--- config.mk ---
export PLATFORM = sky130hd
export DESIGN_NAME = cdt_timer
export DESIGN_NICKNAME = d
export VERILOG_FILES = /design/src/rtl/cdt_pkg.sv /design/src/rtl/cdt_regs.sv /design/src/rtl/cdt_prescale.sv /design/src/rtl/cdt_counter.sv /design/src/rtl/cdt_timer.sv
export SDC_FILE = /design/constraint.sdc
export NUM_CORES = 1
export LEC_CHECK = 0
export ABC_AREA = 1
export CORE_AREA = 4 4 108 110
export DETAILED_ROUTE_END_ITERATION = 10
export DIE_AREA = 0 0 112 114
export PLACE_DENSITY = 0.8
export SLEW_MARGIN = 10
export SYNTH_ARGS = -nofsm -noshare
export SYNTH_HDL_FRONTEND = slang
export SYNTH_SLANG_ARGS = --single-unit
--- constraint.sdc ---
create_clock -name clk -period 2.1 [get_ports clk]
set_input_delay 0.21 -clock clk [delete_from_list [all_inputs] [get_ports clk]]
set_output_delay 0.21 -clock clk [all_outputs]
set_load 0.01 [all_outputs]
--- src/rtl/cdt_pkg.sv ---
package cdt_pkg;
   // Word indices decoded on the register bus
   localparam int IDX_LOAD  = 0;
   localparam int IDX_COUNT = 1;
   localparam int IDX_CTRL  = 2;
   localparam int IDX_FLAG  = 3;
   // Control word field positions
   localparam int CTL_EN    = 0;
   localparam int CTL_AUTO  = 1;
   localparam int CTL_PLSB  = 8;
endpackage

--- src/rtl/cdt_regs.sv ---
module cdt_regs #(
   parameter int DATA_W = 32,
   parameter int PRE_W  = 8,
   parameter int SEL_W  = 3
) (
   input  logic              clk,
   input  logic              rst_n,
   input  logic              we,
   input  logic [SEL_W-1:0]  sel,
   input  logic [DATA_W-1:0] wdata,
   input  logic              expire,
   output logic [DATA_W-1:0] reload_q,
   output logic              en_q,
   output logic              auto_q,
   output logic [PRE_W-1:0]  div_q,
   output logic              flag_q,
   output logic              wr_count,
   output logic              en_rise,
   output logic              auto_wr,
   output logic [DATA_W-1:0] ctrl_rd
);
   import cdt_pkg::*;

   logic hit_load, hit_count, hit_ctrl, hit_flag;

   always_comb begin
      hit_load  = we && (sel == SEL_W'(IDX_LOAD));
      hit_count = we && (sel == SEL_W'(IDX_COUNT));
      hit_ctrl  = we && (sel == SEL_W'(IDX_CTRL));
      hit_flag  = we && (sel == SEL_W'(IDX_FLAG));
      wr_count  = hit_load || hit_count;
      en_rise   = hit_ctrl && !en_q && wdata[CTL_EN];
      auto_wr   = wdata[CTL_AUTO];
   end

   always_ff @(posedge clk or negedge rst_n) begin
      if (!rst_n) begin
         reload_q <= '0;
         en_q     <= 1'b0;
         auto_q   <= 1'b0;
         div_q    <= '0;
         flag_q   <= 1'b0;
      end else begin
         if (hit_load) reload_q <= wdata;
         if (hit_ctrl) begin
            en_q   <= wdata[CTL_EN];
            auto_q <= wdata[CTL_AUTO];
            div_q  <= wdata[CTL_PLSB +: PRE_W];
         end
         if (expire)                     flag_q <= 1'b1;
         else if (hit_flag && wdata[0])  flag_q <= 1'b0;
      end
   end

   always_comb begin
      ctrl_rd                   = '0;
      ctrl_rd[CTL_EN]           = en_q;
      ctrl_rd[CTL_AUTO]         = auto_q;
      ctrl_rd[CTL_PLSB +: PRE_W] = div_q;
   end

   a_r9_clear_flag: assert property (@(posedge clk) disable iff (!rst_n)
      (hit_flag && wdata[0] && !expire) |=> !flag_q);
   a_r9_keep_flag: assert property (@(posedge clk) disable iff (!rst_n)
      (flag_q && !(hit_flag && wdata[0])) |=> flag_q);
   a_r11_ignore: assert property (@(posedge clk) disable iff (!rst_n)
      (we && sel > SEL_W'(IDX_FLAG)) |=> ($stable(reload_q) && $stable(en_q)
                                          && $stable(auto_q) && $stable(div_q)));
endmodule

--- src/rtl/cdt_prescale.sv ---
module cdt_prescale #(
   parameter int PRE_W = 8
) (
   input  logic             clk,
   input  logic             rst_n,
   input  logic             run,
   input  logic             restart,
   input  logic [PRE_W-1:0] div,
   output logic             tick
);
   logic [PRE_W-1:0] pre_q;

   // >= rather than == so a divider lowered mid-count still ticks
   assign tick = run && !restart && (pre_q >= div);

   always_ff @(posedge clk or negedge rst_n) begin
      if (!rst_n)                     pre_q <= '0;
      else if (!run || restart || tick) pre_q <= '0;
      else                            pre_q <= pre_q + PRE_W'(1);
   end

   a_r4_restart_after_tick: assert property (@(posedge clk) disable iff (!rst_n)
      tick |=> (pre_q == '0));
   a_r4_spaced_ticks: assert property (@(posedge clk) disable iff (!rst_n)
      (tick && div != '0) |=> (!tick || div == '0));
endmodule

--- src/rtl/cdt_counter.sv ---
module cdt_counter #(
   parameter int DATA_W = 32
) (
   input  logic              clk,
   input  logic              rst_n,
   input  logic              wr_count,
   input  logic [DATA_W-1:0] wdata,
   input  logic              en_rise,
   input  logic              auto_wr,
   input  logic              auto_q,
   input  logic [DATA_W-1:0] reload_q,
   input  logic              tick,
   output logic [DATA_W-1:0] cnt_q,
   output logic              expire
);
   logic [DATA_W-1:0] cnt_d;
   logic              at_one;

   always_comb begin
      at_one = (cnt_q == DATA_W'(1));
      expire = tick && at_one && !wr_count;
      cnt_d  = cnt_q;
      if (wr_count)
         cnt_d = wdata;
      else if (en_rise && auto_wr && cnt_q == '0)
         cnt_d = reload_q;
      else if (tick)
         cnt_d = at_one ? (auto_q ? reload_q : '0) : cnt_q - DATA_W'(1);
   end

   always_ff @(posedge clk or negedge rst_n) begin
      if (!rst_n) cnt_q <= '0;
      else        cnt_q <= cnt_d;
   end

   a_r4_step: assert property (@(posedge clk) disable iff (!rst_n)
      (tick && !wr_count && cnt_q > DATA_W'(1)) |=> (cnt_q == $past(cnt_q) - DATA_W'(1)));
   a_r5_reload: assert property (@(posedge clk) disable iff (!rst_n)
      (expire && auto_q) |=> (cnt_q == $past(reload_q)));
   a_r6_stop: assert property (@(posedge clk) disable iff (!rst_n)
      (expire && !auto_q) |=> (cnt_q == '0));
   a_r12_zero_idle: assert property (@(posedge clk) disable iff (!rst_n)
      (cnt_q == '0 && !wr_count && !en_rise) |=> (cnt_q == '0));
   a_r12_zero_quiet: assert property (@(posedge clk) disable iff (!rst_n)
      (cnt_q == '0) |-> !expire);
endmodule

--- src/rtl/cdt_timer.sv ---
module cdt_timer #(
   parameter int DATA_W  = 32,
   parameter int PRE_W   = 8,
   parameter int SEL_W   = 3,
   parameter bit IRQ_REG = 1'b0
) (
   input  logic              clk,
   input  logic              rst_n,
   input  logic              bus_we,
   input  logic [SEL_W-1:0]  bus_sel,
   input  logic [DATA_W-1:0] bus_wdata,
   output logic [DATA_W-1:0] bus_rdata,
   output logic              irq_o
);
   import cdt_pkg::*;

   localparam int CTL_TOP = CTL_PLSB + PRE_W;

   if (DATA_W < CTL_TOP) begin : g_bad_width
      $error("cdt_timer: DATA_W too narrow for the divider field");
   end
   if (SEL_W < 2) begin : g_bad_sel
      $error("cdt_timer: SEL_W must cover four registers");
   end

   logic [DATA_W-1:0] reload_q, cnt_q, ctrl_rd;
   logic [PRE_W-1:0]  div_q;
   logic en_q, auto_q, flag_q, wr_count, en_rise, auto_wr, expire, tick, run;
   logic flag_d1;

   cdt_regs #(.DATA_W(DATA_W), .PRE_W(PRE_W), .SEL_W(SEL_W)) u_regs (
      .clk(clk), .rst_n(rst_n), .we(bus_we), .sel(bus_sel), .wdata(bus_wdata),
      .expire(expire), .reload_q(reload_q), .en_q(en_q), .auto_q(auto_q),
      .div_q(div_q), .flag_q(flag_q), .wr_count(wr_count), .en_rise(en_rise),
      .auto_wr(auto_wr), .ctrl_rd(ctrl_rd));

   assign run = en_q && (cnt_q != '0);

   cdt_prescale #(.PRE_W(PRE_W)) u_pre (
      .clk(clk), .rst_n(rst_n), .run(run), .restart(wr_count || en_rise),
      .div(div_q), .tick(tick));

   cdt_counter #(.DATA_W(DATA_W)) u_cnt (
      .clk(clk), .rst_n(rst_n), .wr_count(wr_count), .wdata(bus_wdata),
      .en_rise(en_rise), .auto_wr(auto_wr), .auto_q(auto_q),
      .reload_q(reload_q), .tick(tick), .cnt_q(cnt_q), .expire(expire));

   always_comb begin
      bus_rdata = '0;
      if (bus_sel == SEL_W'(IDX_LOAD))       bus_rdata = reload_q;
      else if (bus_sel == SEL_W'(IDX_COUNT)) bus_rdata = run ? cnt_q : '0;
      else if (bus_sel == SEL_W'(IDX_CTRL))  bus_rdata = ctrl_rd;
      else if (bus_sel == SEL_W'(IDX_FLAG))  bus_rdata[0] = flag_q;
   end

   always_ff @(posedge clk or negedge rst_n) begin
      if (!rst_n) flag_d1 <= 1'b0;
      else        flag_d1 <= flag_q;
   end

   if (IRQ_REG) begin : g_irq_reg
      logic irq_q;
      always_ff @(posedge clk or negedge rst_n) begin
         if (!rst_n) irq_q <= 1'b0;
         else        irq_q <= flag_q && !flag_d1;
      end
      assign irq_o = irq_q;
   end else begin : g_irq_comb
      assign irq_o = flag_q && !flag_d1;
      a_r10_irq_cause: assert property (@(posedge clk) disable iff (!rst_n)
         irq_o |-> (flag_q && $rose(flag_q)));
   end

   a_r10_single_pulse: assert property (@(posedge clk) disable iff (!rst_n)
      irq_o |=> !irq_o);
   a_r7_read_gate: assert property (@(posedge clk) disable iff (!rst_n)
      (!en_q && bus_sel == SEL_W'(IDX_COUNT)) |-> (bus_rdata == '0));
endmodule

---- Word level (Yosys, flattened, before mapping) ----
Cells that the tools add are included.
cells by class
  magnitude comparators ................... 1
  muxes and demuxes ....................... 14
  equality and inequality tests ........... 4
  reductions and logical operators ........ 29
  add/subtract/negate cells ............... 2
operators with widths
  kind                                                  count
  two-way mux 32 bit                                    8
  equality test 32 x 1 -> 1 bit, second input constant  1
  zero test 32 bit                                      1
  nonzero test 32 bit                                   1
  subtractor 32 x 1 -> 32 bit, second input constant    1
  logical AND 1 bit                                     15
  two-way mux 15 bit                                    1
  adder 8 x 1 -> 8 bit, second input constant           1
  greater-or-equal comparator 8 bit                     1
  two-way mux 8 bit                                     1
  equality test 3 x 2 -> 1 bit, second input constant   2
  zero test 1 bit                                       5
  logical OR 1 bit                                      4
  two-way mux 1 bit                                     4
  equality test 3 x 1 -> 1 bit, second input constant   1
  zero test 3 bit                                       1
  nonzero test 3 bit                                    1
  nonzero test 2 bit                                    1
word-level totals
  word-level logic and storage cells ...... 58
  output and inout port bits .............. 33
  input port bits ......................... 38
  register bits after elaboration ......... 84

---- Logic depth before layout (Yosys ltp) ----
Gate-level depths: netlist of run 1.
  depth after elaboration ................. 11
  gate-level depth with buffers ........... 15
  depth with buffers taken out ............ 15

---- Cells and area by module ----
A second synthesis of run 1 with hierarchy kept.
unflattened totals
  cell total of the unflattened synthesis .. 1,093
  area total of the unflattened synthesis .. 6,942.9 sq um
by module, submodules not included
  module        cells each  times used  seq. area each (sq um)  area an instance (sq um)
  cdt_counter   535         1           800.8                   3,055.4
  cdt_regs      234         1           1,076.0                 2,077.0
  cdt_timer     249         1           25.0                    1,208.7
  cdt_prescale  75          1           200.2                   601.8

---- Worst setup path after synthesis of run 1 ----
Ideal clock, no wire load.
  kind .................................... flip-flop to flip-flop
  from .................................... reg u_cnt.cnt_q[0]
  to ...................................... reg u_cnt.cnt_q[27]
  required time ........................... 1.978 ns
  path buffers ............................ 2
  library setup time ...................... 0.122 ns
  stages on the path, launching flop included .. 14
  arrival time ............................ 1.804 ns
  setup slack ............................. 0.174 ns
  clock period less this slack ............ 1.926 ns
  cells stage by stage .................... dfrtp_1 inv_1 ha_1 nand2_4 nor2_8 nand2_2 nor2_4 nor2_4 nand3_4 nand2_4 buf_6 buf_6 nor2_2 a21oi_2
between the ends
  word-level cells in the longest chain between the ends .. 5
  elaborated cells on any way between the ends .. 13
  those cells by class .................... add/sub (1); eq/ne (1); mux (4); reduce/logical (7)
RTL lines
  element                                                          RTL line                               source
  start, declared                                                  cdt_counter.sv:13                      output logic [DATA_W-1:0] cnt_q,
  start signal, assigned                                           cdt_counter.sv:33                      else cnt_q <= cnt_d;
  subtractor 32 x 1 -> 32 bit (tied with other cells)              cdt_counter.sv:28                      cnt_d = at_one ? (auto_q ? reload_q : '0) : cnt_q - DATA_W'(1);
  two-way mux 32 bit / logical AND 1 bit (equally long branches)   cdt_counter.sv:28, cdt_timer.sv:37
  two-way mux 32 bit / logical AND 1 bit (equally long branches)   cdt_counter.sv:27, cdt_prescale.sv:14
  two-way mux 32 bit / logical AND 1 bit (equally long branches)   cdt_counter.sv:25, cdt_prescale.sv:14
  two-way mux 32 bit / nonzero test 3 bit (equally long branches)  n/a
Several ways; a longest one is shown, not always the timed one. The select of a mux whose other input is x is not followed.
A chain may end at the register's enable or synchronous reset.

---- Final worst setup path of run 1 ----
  from .................................... reg u_cnt.cnt_q[0]
  to ...................................... out bus_rdata[7]
between the ends
  word-level cells in the longest chain between the ends .. 5
RTL lines
  element                          RTL line         source
  nonzero test 32 bit              cdt_timer.sv:37  assign run = en_q && (cnt_q != '0);
  logical AND 1 bit                cdt_timer.sv:37
  two-way mux 32 bit (2 in a row)  cdt_timer.sv:51  else if (bus_sel == SEL_W'(IDX_COUNT)) bus_rdata = run ? cnt_q : '0;
  two-way mux 32 bit               cdt_timer.sv:50  if (bus_sel == SEL_W'(IDX_LOAD)) bus_rdata = reload_q;
  end, declared                    cdt_timer.sv:12  output logic [DATA_W-1:0] bus_rdata,
No other way between the ends.

==> flow_metrics.env, run 1 <==
export IMPL_powerDensity_nw_per_um2=954.9
export IMPL_setup_viol=32
export IMPL_synth_main_ff_cell="dfrtp_1"
export IMPL_fin_util=0.7462
export IMPL_period_needed_ns=2.326
export IMPL_die_w_um=112
export IMPL_wl_um=19160
export IMPL_critPathMaxStageDelay_ns=0.42
export IMPL_synth_cells=893
export IMPL_yosysUniqueCellTypes=39
export IMPL_drc=0
export IMPL_io_pin_count=71
export IMPL_ant_nets=0
export IMPL_ys_seq_elements=84
export IMPL_synth_xor_area_frac=0.01751
export IMPL_hold_violations=0
export IMPL_synthMuxAreaShare=0.005629
export IMPL_synth_top_family_by_area="simple AND/OR/NAND/NOR gates"
export IMPL_arrival_ns=2.12
export IMPL_clock_sinks=84
export IMPL_avgSynthCellArea_sq_um=6.721
export IMPL_initial_core_util=0.5611
export IMPL_peakVddDrop_mv=0.5382
export IMPL_drt_first_pass_iters=6
export IMPL_area_growth_pct=33.00
export IMPL_cts_buffers=9
export IMPL_grt_ovfl_total=0
export IMPL_stdcell_count=1194
export IMPL_leakage_nw=4.112
export IMPL_finalWorstSetupSlack_ns=-0.2260
export IMPL_critical_path_required_ns=1.89
export IMPL_n_antenna_cell=0
export IMPL_core_area_sq_um=10700
export IMPL_clock_path_buffers=2
export IMPL_grt_pass1_vias=6212
export IMPL_cp_start_kind="flip-flop"
export IMPL_grt_max_degree=44
export IMPL_htreeDepth=3
export IMPL_skew_ns=0.01815
export IMPL_cp_end_kind="output port"
export IMPL_fin_nets=1098
export IMPL_crit_fanout=5
export IMPL_synth_nets=942
export IMPL_synth_compound_area_frac=0.1315
export IMPL_rsz0062_at_grt="yes"
export IMPL_detailedRoute_firstIterationViolations=712
export IMPL_seq_area_frac_synth=0.3502
export IMPL_slew_headroom=0.6000
export IMPL_numPortBuffers=70
export IMPL_via_per_inst=5.585
export IMPL_synthSimpleGateAreaFrac=0.3890
export IMPL_min_path_type="in2async"
export IMPL_cts_root_buf="clkbuf_8"
export IMPL_clk_latency_ns=0.37
export IMPL_slowest_stage="dfrtp_1"
export IMPL_cts_tree="built"
export IMPL_die_area_sq_um=12770
export IMPL_dp_cells=1163
export IMPL_die_h_um=114
export IMPL_syn_area_sq_um=6002
export IMPL_hpwl_um=13240
export IMPL_fmax_mhz=429.9
export IMPL_synthAdderAreaFrac=0.02293
export IMPL_place_gp_congestion=0.9568
export IMPL_tightest_slew_ns=0.6000
export IMPL_wire_per_inst_um=16.05
export IMPL_num_rows=38
export IMPL_crit_type="reg2out"
export IMPL_cap_violations=0
export IMPL_post_route_period_util=1.108
export IMPL_path_cells="inv_2, ha_4, nand2_4, nor2_8, nand2_4, nor2_4, buf_4, nor2_4, buf_12, a32o_1, buf_2"
export IMPL_yosysWarnings=0
export IMPL_antenna_found_initial=0
export IMPL_vias=6669
export IMPL_async_reset_ff_frac=1.000
export IMPL_synth_edff_count=0
export IMPL_failed_checks="negative setup slack"
export IMPL_grt_pass1_wl_um=30770
export IMPL_grtUsageTotal=0.2941
export IMPL_slew_violations=0
export IMPL_path_clk_slew_ns=0.11
export IMPL_status="complete, but fails checks"
export IMPL_drive_gt1_frac=0.2381
## power by group
group          total [W]  switching (W)  internal (W)
clock network    0.00117       0.000704      0.000466
registers        0.00247       0.000388       0.00208
logic            0.00399        0.00224       0.00175
total            0.00762        0.00333       0.00429
## cell families after synthesis
group,after synthesis
AO/OA/AOI/OAI,119
XOR/XNOR,12
adder cells (fa/ha/maj),11
buffers and inverters,122
flip-flops,84
multiplexers,3
AND/OR/NAND/NOR,542
## registers in the layout, indices dropped and copies added, names as in the netlist
| name | count |
|---|---|
| u_cnt.cnt_q | 32 |
| u_regs.reload_q | 32 |
| u_pre.pre_q | 8 |
| u_regs.div_q | 8 |
| flag_d1 | 1 |
| u_regs.auto_q | 1 |
| u_regs.en_q | 1 |
| u_regs.flag_q | 1 |
## cell usage in the layout, fill, tap and decap left out, drive strengths merged, types with 8 or more instances in the layout
cell type | synthesis | layout
o211ai | 10 | 10
ha | 11 | 11
nor2 | 152 | 153
nand3 | 51 | 51
o21ai | 43 | 43
a32o | 22 | 22
a21oi | 40 | 40
inv | 88 | 93
dfrtp | 84 | 84
nand4 | 8 | 8
buf | 11 | 139
clkdlybuf4s50 | 0 | 37
xor2 | 9 | 9
nand2 | 316 | 316
clkbuf | 23 | 10
## worst max-delay path: cells and delay by family (launching register included)
family / cells / cell delay [ns]
adders and majority gates: 1 / 0.15
DFF: 1 / 0.42
AOI/OAI and AO/OA: 1 / 0.21
buffers and inverters: 4 / 0.54
and+or+nand+nor: 5 / 0.43
## worst paths after layout
path	from	to	slack, ns	cells after the start
max	u_cnt.cnt_q[0]	bus_rdata[7]	-0.23	11
min	rst_n	u_regs.div_q[1]	0.38	2
max reg2reg	u_cnt.cnt_q[0]	u_cnt.cnt_q[26]	0	13
min reg2reg	u_regs.flag_q	flag_d1	0.41	0
max in group asynchronous	rst_n	u_regs.reload_q[6]	1.09	3
min in group clk	u_regs.flag_q	flag_d1	0.41	0
## layer usage
metal	share of wire	global-route usage	wire length (um)
met1	0.41	0.3961	7920
met2	0.47	0.4824	8961
met3	0.085	0.04562	1621
met4	0.034	0.1114	655
met5	0	0	0
## cells in the mapped netlist (2+ instances only)
| master | count | area share |
|---|---|---|
| nand2_2 | 3 | 0.0031 |
| xor2_1 | 9 | 0.013 |
| nor2_4 | 6 | 0.011 |
| xnor2_1 | 3 | 0.0044 |
| nand2_1 | 309 | 0.19 |
| nor3_1 | 2 | 0.0017 |
| nor2_1 | 132 | 0.083 |
| nor2_2 | 13 | 0.014 |
| nand3b_1 | 7 | 0.0088 |
| clkbuf_1 | 23 | 0.014 |
| buf_6 | 3 | 0.0056 |
| a21oi_2 | 10 | 0.015 |
| nand4_1 | 8 | 0.0083 |
| mux2_2 | 3 | 0.0056 |
| ha_1 | 11 | 0.023 |
| a32o_1 | 22 | 0.037 |
| a21oi_1 | 29 | 0.024 |
| o211ai_1 | 10 | 0.013 |
| nor3b_1 | 3 | 0.0038 |
| nand3_1 | 50 | 0.042 |
| inv_1 | 86 | 0.054 |
| o21ai_0 | 43 | 0.036 |
| buf_2 | 4 | 0.0033 |
| dfrtp_1 | 84 | 0.35 |
| buf_4 | 3 | 0.0038 |
| nand2_4 | 4 | 0.0075 |
## final cells by class
| type | count | area [sq um] |
|---|---|---|
| clock buffers | 9 | 123.9 |
| clock inverters | 7 | 67.56 |
| fillers | 806 | 2715 |
| inverters | 88 | 342.8 |
| multi-input cells | 688 | 3611 |
| flip-flops and latches | 84 | 2102 |
| well taps | 140 | 175.2 |
| repair buffers | 178 | 1560 |
## timing repair
action,4_1_cts,5_1_grt
buffers inserted,7,5
resized for setup,149,48
cloned,2,1
pin swaps,10,10
setup endpoints to repair,73,64
endpoints found under the hold margin,41,0
hold buffers,1,0
## stage by stage
| step | instance area [sq um] | setup TNS, ns | worst slack, ns | total power [W] | hold WS [ns] |
|---|---|---|---|---|---|
| 2_1_floorplan | 6002 | 0 | 0.1742 | 0.004437 | -0.08559 |
| 3_3_place_gp | 7520 | -24.25 | -0.5032 | 0.005901 | 0.2492 |
| 3_5_place_dp | 7520 | -29.02 | -0.5984 | 0.005994 | 0.2530 |
| 4_1_cts | 7757 | -4.955 | -0.2174 | 0.007295 | 0.3965 |
| 5_1_grt | 7983 | -10.18 | -0.3306 | 0.008143 | 0.4165 |
| 6_report | 7983 | -6.244 | -0.2260 | 0.007622 | 0.3754 |
No activity file was read; power rests on OpenSTA's default activity.
==> inputs of run 2 (changes only) <==
--- a/config.mk
+++ b/config.mk
@@ -6,10 +6,11 @@
 export NUM_CORES = 1
 export LEC_CHECK = 0
 export ABC_AREA = 1
-export CORE_AREA = 4 4 108 110
+export CORE_AREA = 4 4 106 108
 export DETAILED_ROUTE_END_ITERATION = 10
-export DIE_AREA = 0 0 112 114
-export PLACE_DENSITY = 0.8
+export DIE_AREA = 0 0 110 112
+export DONT_BUFFER_PORTS = 1
+export PLACE_DENSITY = 0.74
 export SLEW_MARGIN = 10
 export SYNTH_ARGS = -nofsm -noshare
 export SYNTH_HDL_FRONTEND = slang
==> run 2 against run 1 <==
- the flow finishes with violations (negative hold slack, negative setup slack)
- non-clock buffer count down 65
- final cell count shrank 5.8%
- power is 0.26% higher
- sequential power rose by 2%
- clock skew shrank 0.0036 ns
- via count shrank 4.4%
- critical path depth fell by 3
- maximum frequency increased by 7.9%
- flip-flop and latch count unchanged
- clock power increased by 14%
- worst setup slack better by 0.17 ns
- largest power group unchanged
==> flow_metrics.env, run 2 (synthesis gave the netlist of run 1 again) <==
export IMPL_grtUsageTotal=0.3063
export IMPL_cp_startpoint="u_cnt.cnt_q[10]"
export IMPL_core_area_sq_um=10230
export IMPL_grt_max_degree=85
export IMPL_tightest_slew_ns=0.5804
export IMPL_vias=6374
export IMPL_n_antenna_cell=0
export IMPL_slew_headroom=0.6101
export IMPL_drt_first_pass_iters=6
export IMPL_detailedRoute_firstIterationViolations=631
export IMPL_fmax_mhz=464.1
export IMPL_reg2reg_from="u_cnt.cnt_q[18]"
export IMPL_initial_core_util=0.5866
export IMPL_wl_um=19550
export IMPL_die_area_sq_um=12320
export IMPL_dp_cells=1054
export IMPL_grt_pass1_wl_um=29820
export IMPL_finalWorstSetupSlack_ns=-0.05488
export IMPL_place_gp_congestion=0.9607
export IMPL_hold_violations=84
export IMPL_min_path_type="in2async"
export IMPL_slew_violations=0
export IMPL_cp_start_kind="flip-flop"
export IMPL_reg_top3="u_cnt.cnt_q (32), u_regs.reload_q (32)"
export IMPL_cp_end_kind="output port"
export IMPL_rsz0062_at_grt="yes"
export IMPL_numPortBuffers=0
export IMPL_period_needed_ns=2.155
export IMPL_powerDensity_nw_per_um2=1003
export IMPL_cts_tree="built"
export IMPL_ant_nets=0
export IMPL_htreeDepth=3
export IMPL_totalPowerFinal_w=0.007642
export IMPL_wire_per_inst_um=17.38
export IMPL_io_pin_count=71
export IMPL_cts_root_buf="clkbuf_8"
export IMPL_pre_cts_slack_ns=-0.1841
export IMPL_grt_pass1_vias=5967
export IMPL_num_rows=37
export IMPL_cap_violations=0
export IMPL_die_w_um=110
export IMPL_mostFrequentLayoutCell="nand2_1"
export IMPL_clock_sinks=84
export IMPL_r2r_end="u_cnt.cnt_q[12]"
export IMPL_reg2reg_slack_ns=0.02
export IMPL_post_route_period_util=1.026
export IMPL_path_clk_slew_ns=0.09
export IMPL_area_growth_pct=26.89
export IMPL_leakage_nw=3.868
export IMPL_crit_fanout=11
export IMPL_grt_ovfl_total=0
export IMPL_peakVddDrop_mv=0.8091
export IMPL_die_h_um=112
export IMPL_drive_gt1_frac=0.2214
export IMPL_stdcell_count=1125
export IMPL_timing_hold_ws_ns=-0.4922
export IMPL_failed_checks="negative hold slack, negative setup slack"
export IMPL_ctsHoldBuffers=29
export IMPL_skew_ns=0.01459
export IMPL_antenna_found_initial=0
export IMPL_setup_viol=24
export IMPL_arrival_ns=1.94
export IMPL_place_area_sq_um=6491
export IMPL_critical_path_required_ns=1.89
export IMPL_via_per_inst=5.666
export IMPL_cts_buffers=9
export IMPL_crit_type="reg2out"
export IMPL_drc=0
export IMPL_fin_area_sq_um=7616
export IMPL_clock_path_buffers=2
export IMPL_rr_worst_depth=11
export IMPL_status="complete, but fails checks"
export IMPL_clk_latency_ns=0.39
export IMPL_final_cell_mix="nand2_1 (304), nor2_1 (102), inv_1 (83), dfrtp_1 (82), buf_4 (72)"
export IMPL_hpwl_um=12880
export IMPL_fin_nets=1033
run 2: cell count changes in the layout (fill, tap and decap cells not counted), sizes merged:
cell           delta
nor2              -1
clkdlybuf4s50    -37
clkbuf            +5
buf              -60
clkinv            +3
clkinvlp          -1
dlygate4sd3      +28
bufinv            +2
inv               -4
run 2: where the power goes:
part,total [W],internal (W),switching (W)
clock network,0.00133,0.000673,0.000657
logic,0.00379,0.00166,0.00213
registers,0.00253,0.00208,0.000443
total,0.00764,0.00441,0.00323
run 2: stage by stage:
step                utilization  TNS [ns]  hold slack [ns]
floorplan                     -         0         -0.08559
global placement         0.6345   -0.8961         -0.08343
detailed placement       0.6345    -1.866         -0.08294
CTS                      0.7021   -0.8075          -0.5109
global route             0.7444    -4.627          -0.5220
finish                   0.7444   -0.6833          -0.4922
run 2: final cells by class:
cell class                 count  area (sq um)
fill                         858          2615
clock buffer                  10         127.6
sequential                    84          2105
timing repair buffer         113          1070
clock inverter                 6         87.58
multi-input combinational    687          3702
tap                          136         170.2
inverter                      88         342.8
timing repair inverter         1         11.26
run 2: repair_timing:
| action | CTS | global route |
|---|---|---|
| setup endpoints to repair | 45 | 61 |
| gates cloned | 0 | 8 |
| pin swaps | 10 | 22 |
| setup buffers | 9 | 9 |
| endpoints found under the hold margin | 120 | 84 |
| gates resized for setup | 40 | 55 |
run 2: worst max-delay path by stage:
stage / endpoint / slack, ns / cells past startpoint
5_1_grt: bus_rdata[20] / -0.15 / 8
6_report: bus_rdata[2] / -0.05 / 8
2_1_floorplan: u_cnt.cnt_q[27] / 0.17 / 13
3_5_place_dp: u_cnt.cnt_q[29] / -0.18 / 11
3_3_place_gp: u_cnt.cnt_q[3] / -0.15 / 11
4_1_cts: bus_rdata[20] / -0.05 / 8
run 2: worst max-delay path, stage by stage, from the launching register on:
cell and delay (ns):
dfrtp_1 0.42, nor2_4 0.16, nand2_4 0.10, nor2_4 0.14, nand2_2 0.07, nor2_4 0.15
nor2_4 0.08, clkbuf_16 0.18, a32o_2 0.27
run 2: per-layer routing:
layer | track usage | part of all wire | vias up
met2 | 0.4802 | 0.47 | 263
met3 | 0.06261 | 0.077 | 31
li1 | - | - | 3045
met5 | 0 | 0 | -
met4 | 0.09892 | 0.018 | 0
met1 | 0.4214 | 0.44 | 3035
